--- config.mk ---
export PLATFORM = sky130hd
export DESIGN_NAME = quad_step_counter
export DESIGN_NICKNAME = d
export VERILOG_FILES = /design/src/rtl/qsc_pkg.sv /design/src/rtl/qsc_ctrl.sv /design/src/rtl/qsc_datapath.sv /design/src/rtl/quad_step_counter.sv
export SDC_FILE = /design/constraint.sdc
export NUM_CORES = 1
export LEC_CHECK = 0
export ABC_CLOCK_PERIOD_IN_PS = 4200
export BUFFER_PORTS_ARGS = -buffer_cell sky130_fd_sc_hd__buf_4
export CORE_ASPECT_RATIO = 1.2
export CORE_UTILIZATION = 43
export CTS_CLUSTER_DIAMETER = 50
export DETAILED_ROUTE_END_ITERATION = 8
export PLACE_DENSITY = 0.71
export REMOVE_ABC_BUFFERS = 1
export SYNTH_ARGS = -nofsm -noshare
export SYNTH_HDL_FRONTEND = slang
export SYNTH_HIERARCHICAL = 1
export SYNTH_SLANG_ARGS = --single-unit
--- constraint.sdc ---
create_clock -name clk -period 4.2 [get_ports clk]
set_input_delay 0.63 -clock clk [delete_from_list [all_inputs] [get_ports clk]]
set_output_delay 0.63 -clock clk [all_outputs]
set_load 0.03 [all_outputs]
--- src/rtl/qsc_pkg.sv ---
package qsc_pkg;
  localparam logic [1:0] ADDR_CTRL   = 2'd0;
  localparam logic [1:0] ADDR_COUNT  = 2'd1;
  localparam logic [1:0] ADDR_CEIL   = 2'd2;
  localparam logic [1:0] ADDR_STATUS = 2'd3;

  localparam logic [2:0] MODE_X2A = 3'd1;
  localparam logic [2:0] MODE_X2B = 3'd2;
  localparam logic [2:0] MODE_X4  = 3'd3;

  // strobes from control to datapath, one cycle each
  typedef struct packed {
    logic step;     // take one counting step
    logic down;     // direction of that step
    logic wrCount;  // bus writes the count
    logic wrCeil;   // bus writes the ceiling
    logic ceilNow;  // ceiling write bypasses the shadow
    logic update;   // update event
  } qsc_strobe_t;
endpackage

--- src/rtl/qsc_ctrl.sv ---
module qsc_ctrl
  import qsc_pkg::*;
(
  input  logic        clk,
  input  logic        rst,
  input  logic        busWrEn,
  input  logic [1:0]  busAddr,
  input  logic [5:0]  ctrlData,
  input  logic        encA,
  input  logic        encB,
  input  logic        updStrobe,
  output qsc_strobe_t stb,
  output logic [5:0]  ctrlReg
);
  logic       enBit;
  logic       preBit;
  logic [2:0] mode;
  logic       prevA;
  logic       prevB;
  logic       edgeA;
  logic       edgeB;
  logic       upA;
  logic       upB;
  logic       ctrlWr;

  assign ctrlWr = busWrEn && (busAddr == ADDR_CTRL);

  // phase history follows the pins even in reset, so no false edge afterwards
  always_ff @(posedge clk) begin
    prevA <= encA;
    prevB <= encB;
  end

  always_ff @(posedge clk) begin
    if (rst) begin
      enBit  <= 1'b0;
      preBit <= 1'b0;
      mode   <= '0;
    end else if (ctrlWr) begin
      enBit  <= ctrlData[0];
      preBit <= ctrlData[1];
      mode   <= ctrlData[4:2];
    end
  end

  assign edgeA = encA ^ prevA;
  assign edgeB = encB ^ prevB;
  // forward order of {A,B}: 00 -> 01 -> 11 -> 10
  assign upA   = (encA == encB);
  assign upB   = (encB != encA);

  always_comb begin
    stb = '0;
    unique case (mode)
      MODE_X2A: begin
        stb.step = edgeA;
        stb.down = !upA;
      end
      MODE_X2B: begin
        stb.step = edgeB;
        stb.down = !upB;
      end
      MODE_X4: begin
        stb.step = edgeA ^ edgeB;
        stb.down = edgeA ? !upA : !upB;
      end
      default: begin
        stb.step = 1'b1;
        stb.down = 1'b0;
      end
    endcase
    stb.step    = stb.step && enBit;
    stb.wrCount = busWrEn && (busAddr == ADDR_COUNT);
    stb.wrCeil  = busWrEn && (busAddr == ADDR_CEIL);
    stb.ceilNow = !preBit;
    stb.update  = updStrobe || (ctrlWr && ctrlData[5]);
  end

  assign ctrlReg = {1'b0, mode, preBit, enBit};
endmodule

--- src/rtl/qsc_datapath.sv ---
module qsc_datapath
  import qsc_pkg::*;
#(
  parameter int CNT_W = 16
) (
  input  logic             clk,
  input  logic             rst,
  input  qsc_strobe_t      stb,
  input  logic [CNT_W-1:0] wrData,
  output logic [CNT_W-1:0] count,
  output logic             dir,
  output logic [CNT_W-1:0] ceilActive
);
  localparam logic [CNT_W-1:0] CEIL_RESET = '1;

  logic [CNT_W-1:0] ceilShadow;
  logic [CNT_W-1:0] shadowNext;
  logic [CNT_W-1:0] stepNext;
  logic             loadOk;

  assign shadowNext = stb.wrCeil ? wrData : ceilShadow;
  assign loadOk     = stb.wrCount && (wrData <= ceilActive);

  always_comb begin
    if (stb.down) stepNext = (count == '0) ? ceilActive : count - 1'b1;
    else          stepNext = (count >= ceilActive) ? '0 : count + 1'b1;
  end

  always_ff @(posedge clk) begin
    if (rst) begin
      ceilShadow <= CEIL_RESET;
      ceilActive <= CEIL_RESET;
    end else begin
      ceilShadow <= shadowNext;
      if (stb.update)                   ceilActive <= shadowNext;
      else if (stb.wrCeil && stb.ceilNow) ceilActive <= wrData;
    end
  end

  always_ff @(posedge clk) begin
    if (rst) begin
      count <= '0;
      dir   <= 1'b0;
    end else begin
      if (stb.update)   count <= '0;
      else if (loadOk)  count <= wrData;
      else if (stb.step) count <= stepNext;
      if (stb.step) dir <= stb.down;
    end
  end
endmodule

--- src/rtl/quad_step_counter.sv ---
module quad_step_counter
  import qsc_pkg::*;
#(
  parameter int CNT_W = 16
) (
  input  logic             clk,
  input  logic             rst,
  input  logic             busWrEn,
  input  logic [1:0]       busAddr,
  input  logic [CNT_W-1:0] busWrData,
  output logic [CNT_W-1:0] busRdData,
  input  logic             encA,
  input  logic             encB,
  input  logic             updStrobe,
  output logic [CNT_W-1:0] countOut,
  output logic             dirOut
);
  localparam int CTRL_W = 6;

  qsc_strobe_t      stb;
  logic [5:0]       ctrlReg;
  logic [CNT_W-1:0] ceilActive;

  qsc_ctrl u_ctrl (
    .clk       (clk),
    .rst       (rst),
    .busWrEn   (busWrEn),
    .busAddr   (busAddr),
    .ctrlData  (busWrData[CTRL_W-1:0]),
    .encA      (encA),
    .encB      (encB),
    .updStrobe (updStrobe),
    .stb       (stb),
    .ctrlReg   (ctrlReg)
  );

  qsc_datapath #(.CNT_W(CNT_W)) u_dp (
    .clk        (clk),
    .rst        (rst),
    .stb        (stb),
    .wrData     (busWrData),
    .count      (countOut),
    .dir        (dirOut),
    .ceilActive (ceilActive)
  );

  always_comb begin
    unique case (busAddr)
      ADDR_CTRL:  busRdData = {{(CNT_W-CTRL_W){1'b0}}, ctrlReg};
      ADDR_COUNT: busRdData = countOut;
      ADDR_CEIL:  busRdData = ceilActive;
      default:    busRdData = {{(CNT_W-1){1'b0}}, dirOut};
    endcase
  end
endmodule

==> metrics.md, run 1 <==
| Metric | Value |
|---|---|
| Status | finished clean |
| CP Class | reg2reg |
| Dpl cells | 640 |
| Switching power | 491 uW |
| Antenna violations before repair | 0 |
| First-pass GRT wire length | approximately 21 mm |
| Clk pwr share | 0.293 |
| Die height | 114 um |
| Max Clk Rate | about 350 MHz |
| Seq/Total Area, Yosys | 0.251 |
| PortBufs | 56 |
| Layout area overhead | 10.4% |
| Core area | 10100 um^2 |
| GPL Wtd Cong | 0.941 |
| Initial Util | 0.443 |
| PwrDens | about 300 nW/um^2 |
| Postcts setup bufs | 0 |
| Crit-path max FO | 14 |
| Cell row count | 40 |
| Ys Warns | 6 |
| Post-synth top flop | dfxtp_1 |
| Hold Violations, Final | 0 |
| Fin cells | around 650 |
| Clk Latency, worst-skew pair | a little under 0.3 ns |
| PostCTS Resize Cnt | 0 |
| Die area | 10800 um^2 |
| Layout cells sized above 1 | 0.184 |
| Max-Cap Viols | 0 |
| Final worst slack | 1.32 ns |
| Via-per-instance ratio | 6.35 |
| Final TNS setup | 0 ns |
| Residual DRC | 0 |
| Share of the synthesized area in the top cell type | 0.251 |
| FFs w/ async S/R, synth | 0 |
| Worst slew pin tran | 1.15 ns |
| Grt ovf | 0 |
| Die X | 95.0 um |
| Clock transition at path regs | 0.07 ns |
| CTS tree | built |
| I/O pin count | 57 |
| Yosys reg bits | 56 |
| Largest net degree at the start of global routing | 35 |
| First-pass DRT Iterations | 5 |
| Crit end category | flip-flop |
| Clock Sinks | 56 |
| Layout fillers | 981 |
| Post-synth top area cell | dfxtp_1 |
| Final WL | 13.3 mm |
| Final min period | ~2.9 ns |
| Required @ worst endpoint | 4.43 ns |
| Most frequent cells in the layout | 59 x buf_4, 56 x dfxtp_1, 35 x ha_1 |
| Comb pwr share | 0.291 |
| Synth area leaders | dfxtp_1 25%, ha_1 9.8%, a221o_1 3.8%, a211o_1 3.7%, mux2i_1 3.4% |
| Final setup fails | 0 |
| Mapped Area | 4460 um^2 |
| GRT Util Overall | 0.250 |
| Fin crit share | 0.687 |
| Cell Int Power | between 900 and 1000 uW |
| Clk buf depth | 2 |
| Post-synth EDFFs | 0 |
| Startpoint types | flip-flop |
| Flop pwr share | 0.416 |
| Root Driver | clkbuf_16 |
| Fin Clk Skew | between 0.007 and 0.008 ns |
| Via count | around 4100 |
| Routed Antenna Nets | 0 |
| Peak supply drop | 0.177 mV |
| Worst rel slew slack | 0.231 |
| Hold_buf cts | 0 |
| Layout Nets | 580 |
| Place WS | 1.10 ns |
| Slew Viols, Final | 0 |
| LEAKAGE | 0.00214 uW |
| Initial DRC Count | 480 |
| Sw Share | 0.339 |
| Post-DP HPWL | slightly below 10 mm |
| CTS buffer count | 5 |
| Commonest non-fill, non-tap cell in the layout | buf_4 |
| H-tree depth | 2 |
| Vias in the first global route | 3902 |
| Mean Syn Cell Area | 9.10 um^2 |
| RSZ-0062 raised after global routing | false |
| Cell variety after synth | 83 |
| Routed len/inst | 20.5 um |
| Worst min-delay path category | in2reg |
| Mapped Cells | 490 |
| Diode count | 0 |
| CP arrival | 3.12 ns |
## worst max-delay path, stage by stage (launching register included)
cell and delay [ns]:
dfxtp_1 0.47, inv_1 0.12, ha_1 0.34, nand4_1 0.18, nor2_1 0.09, a2111o_1 0.40, o31ai_2 0.35, and2_1 0.61
a22o_1 0.25
## registers in the layout, indices dropped and copies added (netlist names)
name / flops
u_ctrl/enBit: 1
u_ctrl/mode: 3
u_ctrl/preBit: 1
u_ctrl/prevA: 1
u_ctrl/prevB: 1
u_dp/ceilActive: 16
u_dp/ceilShadow: 16
u_dp/count: 16
u_dp/dir: 1
## per-stage QoR
step	hold WS, ns	util	instance area [um^2]	power [uW]
2_1_floorplan	0.477	-	4170	877
3_3_place_gp	0.494	0.475	4780	1010
3_5_place_dp	0.494	0.475	4780	1030
4_1_cts	0.483	0.490	4920	1450
5_1_grt	0.477	0.490	4920	1510
6_report	0.486	0.490	4920	1450
## Yosys cell counts, drive strengths merged, types with 3 or more instances
cell      n
dfxtp    56
ha       35
inv      26
nor2     26
nor2b    25
nand2    24
a211o    19
and2     19
buf      19
o21ai    18
a221o    17
a22o     17
a21oi    16
clkbuf   15
mux2i    15
xnor2    14
nand4    13
o2bb2ai  10
xor2      9
nand3     8
nor3      6
nor4      6
o221ai    6
and3      5
o21a      5
a31oi     4
o31ai     4
a211oi    3
a41oi     3
o221a     3
o22ai     3
or3b      3
## per-layer routing
layer | part of all wire | track usage | wire length [um] | vias to the layer above
met5 | 0 | 0 | 0 | -
met4 | 0.055 | 0.140 | 730 | 0
met3 | 0.076 | 0.0307 | 1010 | 53
met2 | 0.47 | 0.410 | 6190 | 225
met1 | 0.40 | 0.315 | 5360 | 1928
li1 | - | - | - | 1911
## area by class of cell
cell class | instances | area, um^2 | share of cell area
inverters | 26 | 97.6 | 0.0198
clock buffers | 5 | 125 | 0.0254
repair buffers | 59 | 443 | 0.0899
flip-flops and latches | 56 | 1120 | 0.228
well taps | 126 | 158 | 0.0320
multi-input cells | 373 | 2960 | 0.601
clock inverters | 3 | 21.3 | 0.00432
## power groups by stage
stage | sequential, uW | combinational (uW) | clock, uW
2_1_floorplan | 603 | 274 | 0
3_3_place_gp | 614 | 399 | 0
3_5_place_dp | 615 | 412 | 0
4_1_cts | 602 | 415 | 434
5_1_grt | 606 | 454 | 454
6_report | 603 | 421 | 424
## worst paths after layout
kind | from | to | slack (ns) | cells after the start
worst max-delay path | u_dp/ceilActive[15] | u_dp/count[0] | 1.32 | 8
worst min-delay path | encA | u_ctrl/prevA | 0.49 | 1
worst max register to register | u_dp/ceilActive[15] | u_dp/count[0] | 1.32 | 8
worst min register to register | u_dp/dir | u_dp/dir | 0.51 | 2
## kinds of logic after synthesis
group | count (synthesis) | share of synthesized area
other | 1 | 0.000841
AND/OR/NAND/NOR | 150 | 0.207
adder cells (fa/ha/maj) | 35 | 0.0982
flip-flops | 56 | 0.251
buffers and inverters | 61 | 0.0867
XOR/XNOR | 23 | 0.0468
AO/OA/AOI/OAI | 148 | 0.270
multiplexers | 16 | 0.0387
No activity file was read; power rests on OpenSTA's default activity.
==> run 2: changes to the inputs <==
Settings changed: ABC_AREA from default to 1, ABC_CLOCK_PERIOD_IN_PS 4200 to 2600, PLACE_DENSITY 0.71 to 0.73.
Clock period 4.2 ns to 2.6 ns, I/O delays scaled along.
==> metrics.md, run 2 <==
| Metric | Value |
|---|---|
| Die area | 11800 um^2 (+9.4%) |
| Hold Violations, Final | 0 (unchanged) |
| Cell row count | 42 (+5.0%) |
| Crit-path max FO | 16 (+2) |
| Slew Viols, Final | 0 (unchanged) |
| Flop-to-flop setup slack | 0.43 ns (-0.89 ns) |
| I/O pin count | 57 (unchanged) |
| Core area | 11000 um^2 (+9.7%) |
| CP arrival | 2.41 ns (-0.71 ns) |
| Via count | 5003 (+22%) |
| Layout cells sized above 1 | 0.171 (-0.0128) |
| Root Driver | clkbuf_16 |
| Worst slew pin tran | 1.30 ns (+0.150 ns) |
| Grt ovf | 0 (unchanged) |
| Routed len/inst | 14.6 um (-29%) |
| Crit path cell chain | inv_1, ha_1, nand2_1, nor2_1, nor2_1, nand2_1, nand2_1, nand2_1, nand2_1, nand3_1, nand2_1, nand2_1, nand2_1, nand2_1, a21oi_1 |
| PwrDens | 418 nW/um^2 (+42%) |
| Final setup fails | 0 (unchanged) |
| Die height | 119 um (+4.6%) |
| Post-synth top area cell | dfxtp_1 |
| Synth area leaders | dfxtp_1 23%, nand2_1 18%, nand3_1 9.9%, ha_1 9.0%, inv_1 6.6% |
| Final WL | 14.0 mm (+5.0%) |
| First-pass GRT wire length | 23.1 mm (+11%) |
| Die X | 99.3 um (+4.6%) |
| Largest net degree at the start of global routing | 34 (-2.9%) |
| Fin crit share | 0.835 (+0.148) |
| Startpoint types | flip-flop |
| Worst path slowest cell | nand2_1 |
| Post-synth EDFFs | 0 (unchanged) |
| Seq/Total Area, Yosys | 0.229 (-0.0220) |
| Mean Syn Cell Area | 6.32 um^2 (-31%) |
| Layout area overhead | 14.0% |
| Fin cells | 956 (+48%) |
| Ys Warns | 6 (unchanged) |
| Layout Nets | 882 (+52%) |
| Final TNS setup | 0 ns (unchanged) |
| Mapped Cells | 774 (+58%) |
| Residual DRC | 0 (unchanged) |
| Status | finished clean |
| Most frequent cells in the layout | 234 x nand2_1, 97 x nand3_1, 86 x inv_1 |
| Clock transition at path regs | 0.08 ns (about the same) |
| Final min period | 2.17 ns (-0.714 ns) |
| Clk Latency, worst-skew pair | 0.30 ns (about the same) |
| Diode count | 0 (unchanged) |
| Share of the synthesized area in the top cell type | 0.229 (-0.0220) |
| Max-Cap Viols | 0 (unchanged) |
| Top cells by count, synth | 234 x nand2_1, 97 x nand3_1, 86 x inv_1 |
| Most common cell in the netlist | nand2_1 |
| Max Clk Rate | 461 MHz (+33%) |
| CTS buffer count | 5 (unchanged) |
| Crit path largest cell delay | 0.39 ns (-0.22 ns) |
| Fin Clk Skew | 0.00752 ns (-0.000446 ns) |
| First-pass DRT Iterations | 7 (+2) |
| Post-DP HPWL | 10.7 mm (+11%) |
| Place WS | 0.292 ns (-0.804 ns) |
| Top flop regs | u_dp/ceilActive (16), u_dp/ceilShadow (16), u_dp/count (16) |
| RSZ-0062 raised after global routing | false |
| Crit end category | flip-flop |
| GPL Wtd Cong | 0.898 (-4.6%) |
| Postcts setup bufs | 0 (unchanged) |
| Dpl cells | 948 (+48%) |
| Via-per-instance ratio | 5.23 (-18%) |
| Worst min-delay path category | in2reg |
| Peak supply drop | 0.347 mV (+96%) |
| Clk buf depth | 2 (unchanged) |
| GRT Util Overall | 0.247 (-0.00366) |
| PortBufs | 56 (unchanged) |
| FFs w/ async S/R, synth | 0 (unchanged) |
| CP Class | reg2reg |
| Final worst slack | 0.430 ns (-0.886 ns) |
| Post-synth top flop | dfxtp_1 |
| Worst rel slew slack | 0.130 (-0.100) |
| Routed Antenna Nets | 0 (unchanged) |
| Mapped Area | 4890 um^2 (+9.6%) |
| Yosys reg bits | 56 (unchanged) |
| CTS tree | built |
| Clock Sinks | 56 (unchanged) |
| Commonest non-fill, non-tap cell in the layout | nand2_1 |
| H-tree depth | 2 (unchanged) |
| Worst path most repeated cell | nand2_1 |
| Initial Util | 0.443 (about the same) |
| LEAKAGE | 0.00308 uW (+44%) |
| PostCTS Resize Cnt | 0 (unchanged) |
| Cell variety after synth | 40 (-52%) |
| Antenna violations before repair | 0 (unchanged) |
| Vias in the first global route | 4606 (+18%) |
| Hold_buf cts | 0 (unchanged) |
| Initial DRC Count | 438 (-8.8%) |
| Required @ worst endpoint | 2.84 ns (-1.59 ns) |
run 2: per-layer routing:
layer / GRT usage / up-vias / share of wire
li1: - / 2604 / -
met1: 0.344 / 2236 / 0.47
met2: 0.400 / 145 / 0.47
met3: 0.0248 / 18 / 0.049
met4: 0.0717 / 0 / 0.018
met5: 0 / - / 0
run 2: cells by family after synthesis:
logic type                 after synthesis  synth area share
and+or+nand+nor                        464             0.438
AOI/OAI and AO/OA                       76             0.102
DFF                                     56             0.229
xor gates and xnor gates                12            0.0215
other                                    1          0.000767
buffers and inverters                  130             0.118
adders and majority gates               35            0.0896
run 2: final cells by class:
| cell class | count | area, um^2 |
|---|---|---|
| multi-input cells | 588 | 3190 |
| repair buffers | 77 | 591 |
| inverters | 95 | 358 |
| fillers | 1136 | 5460 |
| flip-flops and latches | 56 | 1120 |
| clock buffers | 5 | 125 |
| well taps | 132 | 165 |
| clock inverters | 3 | 22.5 |
run 2: power by group:
group          total, uW  switching (uW)  leakage (uW)  internal (uW)
logic                681             436       0.00254            245
clock network        709             347     0.0000742            362
registers            937            34.1      0.000460            903
total               2330             817       0.00308           1510
run 2: per-stage QoR:
step           hold slack (ns)  instance area, um^2  utilization  power, uW
3_3_place_gp             0.491                 5420        0.491       1620
6_report                 0.233                 5570        0.505       2330
3_5_place_dp             0.498                 5420        0.491       1630
5_1_grt                  0.233                 5570        0.505       2450
4_1_cts                  0.233                 5570        0.505       2330
2_1_floorplan            0.418                 4670            -       1390
run 2: critical path: cells and delay by family (launching register included):
| kind | cells | cell delay, ns |
|---|---|---|
| fa+ha+maj | 1 | 0.30 |
| simple gates | 12 | 1.19 |
| flops | 1 | 0.38 |
| compound gates | 1 | 0.11 |
| buf+inv | 1 | 0.12 |
run 2: worst paths after layout:
| kind | from | endpoint | cells past startpoint |
|---|---|---|---|
| worst max-delay path | u_dp/ceilActive[2] | u_dp/count[13] | 15 |
| worst min-delay path | encA | u_ctrl/prevA | 1 |
| worst max register to register | u_dp/ceilActive[2] | u_dp/count[13] | 15 |
| worst min register to register | u_ctrl/mode[2] | u_ctrl/mode[2] | 2 |
==> run 3: changes to the inputs <==
Settings changed: ABC_AREA 1 to 0, ABC_CLOCK_PERIOD_IN_PS 2600 to 2100, PLACE_DENSITY 0.73 to 0.71.
Clock period 2.6 ns to 2.1 ns, I/O delays scaled along.
==> metrics.md, run 3 (synthesis results as in run 1) <==
| Metric | Value |
|---|---|
| Routed Antenna Nets | 0 (unchanged) |
| Tot Pwr | 3400 uW (+46%) |
| Max-Cap Viols | 0 (unchanged) |
| PwrDens | 540 nW/um^2 (+29%) |
| Layout Nets | 702 (-20%) |
| Initial Util | 0.443 (about the same) |
| Max Clk Rate | 442 MHz (-4.2%) |
| Startpoint types | flip-flop |
| Peak supply drop | 0.302 mV (-13%) |
| Largest net degree at the start of global routing | 24 (-29%) |
| CTS buffer count | 5 (unchanged) |
| Root Driver | clkbuf_16 |
| Via-per-instance ratio | 6.20 (+18%) |
| Fin crit share | 1.08 (+0.244) |
| Clk buf depth | 2 (unchanged) |
| Residual DRC | 0 (unchanged) |
| Layout area overhead | 41.2% |
| Required @ worst endpoint | 2.30 ns (-0.54 ns) |
| Via count | 4773 (-4.6%) |
| I/O pin count | 57 (unchanged) |
| CP arrival | 2.46 ns (+0.05 ns) |
| RSZ-0062 raised after global routing | true |
| CTS tree | built |
| Grt ovf | 0 (unchanged) |
| Most frequent cells in the layout | 172 x buf_4, 43 x dfxtp_1, 23 x nor2_1, 23 x nor2b_1 |
| PortBufs | 56 (unchanged) |
| Commonest non-fill, non-tap cell in the layout | buf_4 |
| Crit end category | flip-flop |
| Clock transition at path regs | 0.08 ns (about the same) |
| First-pass DRT Iterations | 5 (-2) |
| Final WL | 15.7 mm (+13%) |
| Hold_buf cts | 0 (unchanged) |
| Status | finished, violations left |
| Top flop regs | u_dp/ceilActive (16), u_dp/ceilShadow (16), u_dp/count (16) |
| Die X | 95.0 um (-4.4%) |
| Final hold slack | 0.161 ns (-0.0724 ns) |
| LEAKAGE | 0.00278 uW (-9.6%) |
| Antenna violations before repair | 0 (unchanged) |
| Cell row count | 40 (-4.8%) |
| Die height | 114 um (-4.4%) |
| GPL Wtd Cong | 0.911 (+1.4%) |
| Clk Latency, worst-skew pair | 0.30 ns (about the same) |
| Final setup fails | 16 (+16) |
| H-tree depth | 2 (unchanged) |
| Post-DP HPWL | 11.1 mm (+3.8%) |
| Worst min-delay path category | in2reg |
| First-pass GRT wire length | 24.1 mm (+4.1%) |
| Hold Violations, Final | 0 (unchanged) |
| Diode count | 0 (unchanged) |
| Initial DRC Count | 413 (-5.7%) |
| Fin Clk Skew | 0.00942 ns (+0.00189 ns) |
| Design Area, Final | 6300 um^2 (+13%) |
| Slew Viols, Final | 0 (unchanged) |
| Routed len/inst | 20.4 um (+40%) |
| Die area | 10800 um^2 (-8.6%) |
| Post-DP Area | 5650 um^2 (+4.2%) |
| Final Util | 0.626 (+0.121) |
| Core area | 10100 um^2 (-8.8%) |
| Failing checks | negative setup slack |
| Vias in the first global route | 4745 (+3.0%) |
| CP Class | reg2reg |
| Clock Sinks | 56 (unchanged) |
| Final min period | 2.26 ns (+0.0943 ns) |
| Crit-path max FO | 3 (-13) |
| GRT Util Overall | 0.292 (+0.0457) |
| Layout cells sized above 1 | 0.432 (+0.261) |
| Final worst slack | -0.164 ns (-0.594 ns) |
-- run 3: changes by cell type in the layout (fill, tap and decap cells not counted), sizes merged, moves of 25 or more --
cell	before	now
nand2	242	24
inv	93	26
nor2	75	26
buf	77	180
nand3	102	8
nor2b	0	25
-- run 3: repair_timing --
item	CTS	global route
buffers inserted	10	1
setup endpoints to repair	16	16
gates resized for setup	52	35
pin swaps	31	13
cloned	1	0
hold endpoints to repair	0	0
-- run 3: final timing paths --
kind	from	endpoint	slack (ns)	depth (start not counted)
max	u_dp/ceilActive[14]	u_dp/count[15]	-0.16	9
min	encB	u_ctrl/prevB	0.16	1
max reg2reg	u_dp/ceilActive[14]	u_dp/count[15]	-0.16	9
min reg2reg	u_dp/dir	u_dp/dir	0.52	2
-- run 3: report_power, final --
part           internal [uW]  switching (uW)
logic                    604             665
registers               1120            35.6
clock network            563             407
-- run 3: final cells by class --
cell class / instances / area, um^2
fillers: 820 / 3760
multi-input cells: 374 / 3340
repair buffers: 180 / 1400
flip-flops and latches: 56 / 1140
well taps: 126 / 158
clock buffers: 6 / 129
inverters: 26 / 103
clock inverters: 2 / 35.0
-- run 3: through the flow --
step	setup slack (ns)	TNS, ns	std cells
floorplan	-0.963	-11.17	455
global placement	-0.297	-3.86	751
detailed placement	-0.333	-4.33	751
CTS	-0.125	-1.43	770
global route	-0.217	-2.72	770
finish	-0.164	-1.86	770
-- run 3: worst max-delay path, cell delays in order, from the launching register on --
cell and delay [ns]:
dfxtp_2 0.34, inv_2 0.05, ha_1 0.29, nand4_1 0.22
buf_4 0.25, nor2_4 0.10, a2bb2oi_4 0.10, and3_4 0.20
a221o_1 0.33, a32o_2 0.27
-- run 3: per-layer routing --
metal,up-vias,share of wire,routed length [um],global-route usage
met3,52,0.069,1090,0.0467
met5,-,0,0,0
li1,2161,-,-,-
met4,0,0.041,650,0.132
met2,241,0.49,7630,0.502
met1,2319,0.40,6330,0.354
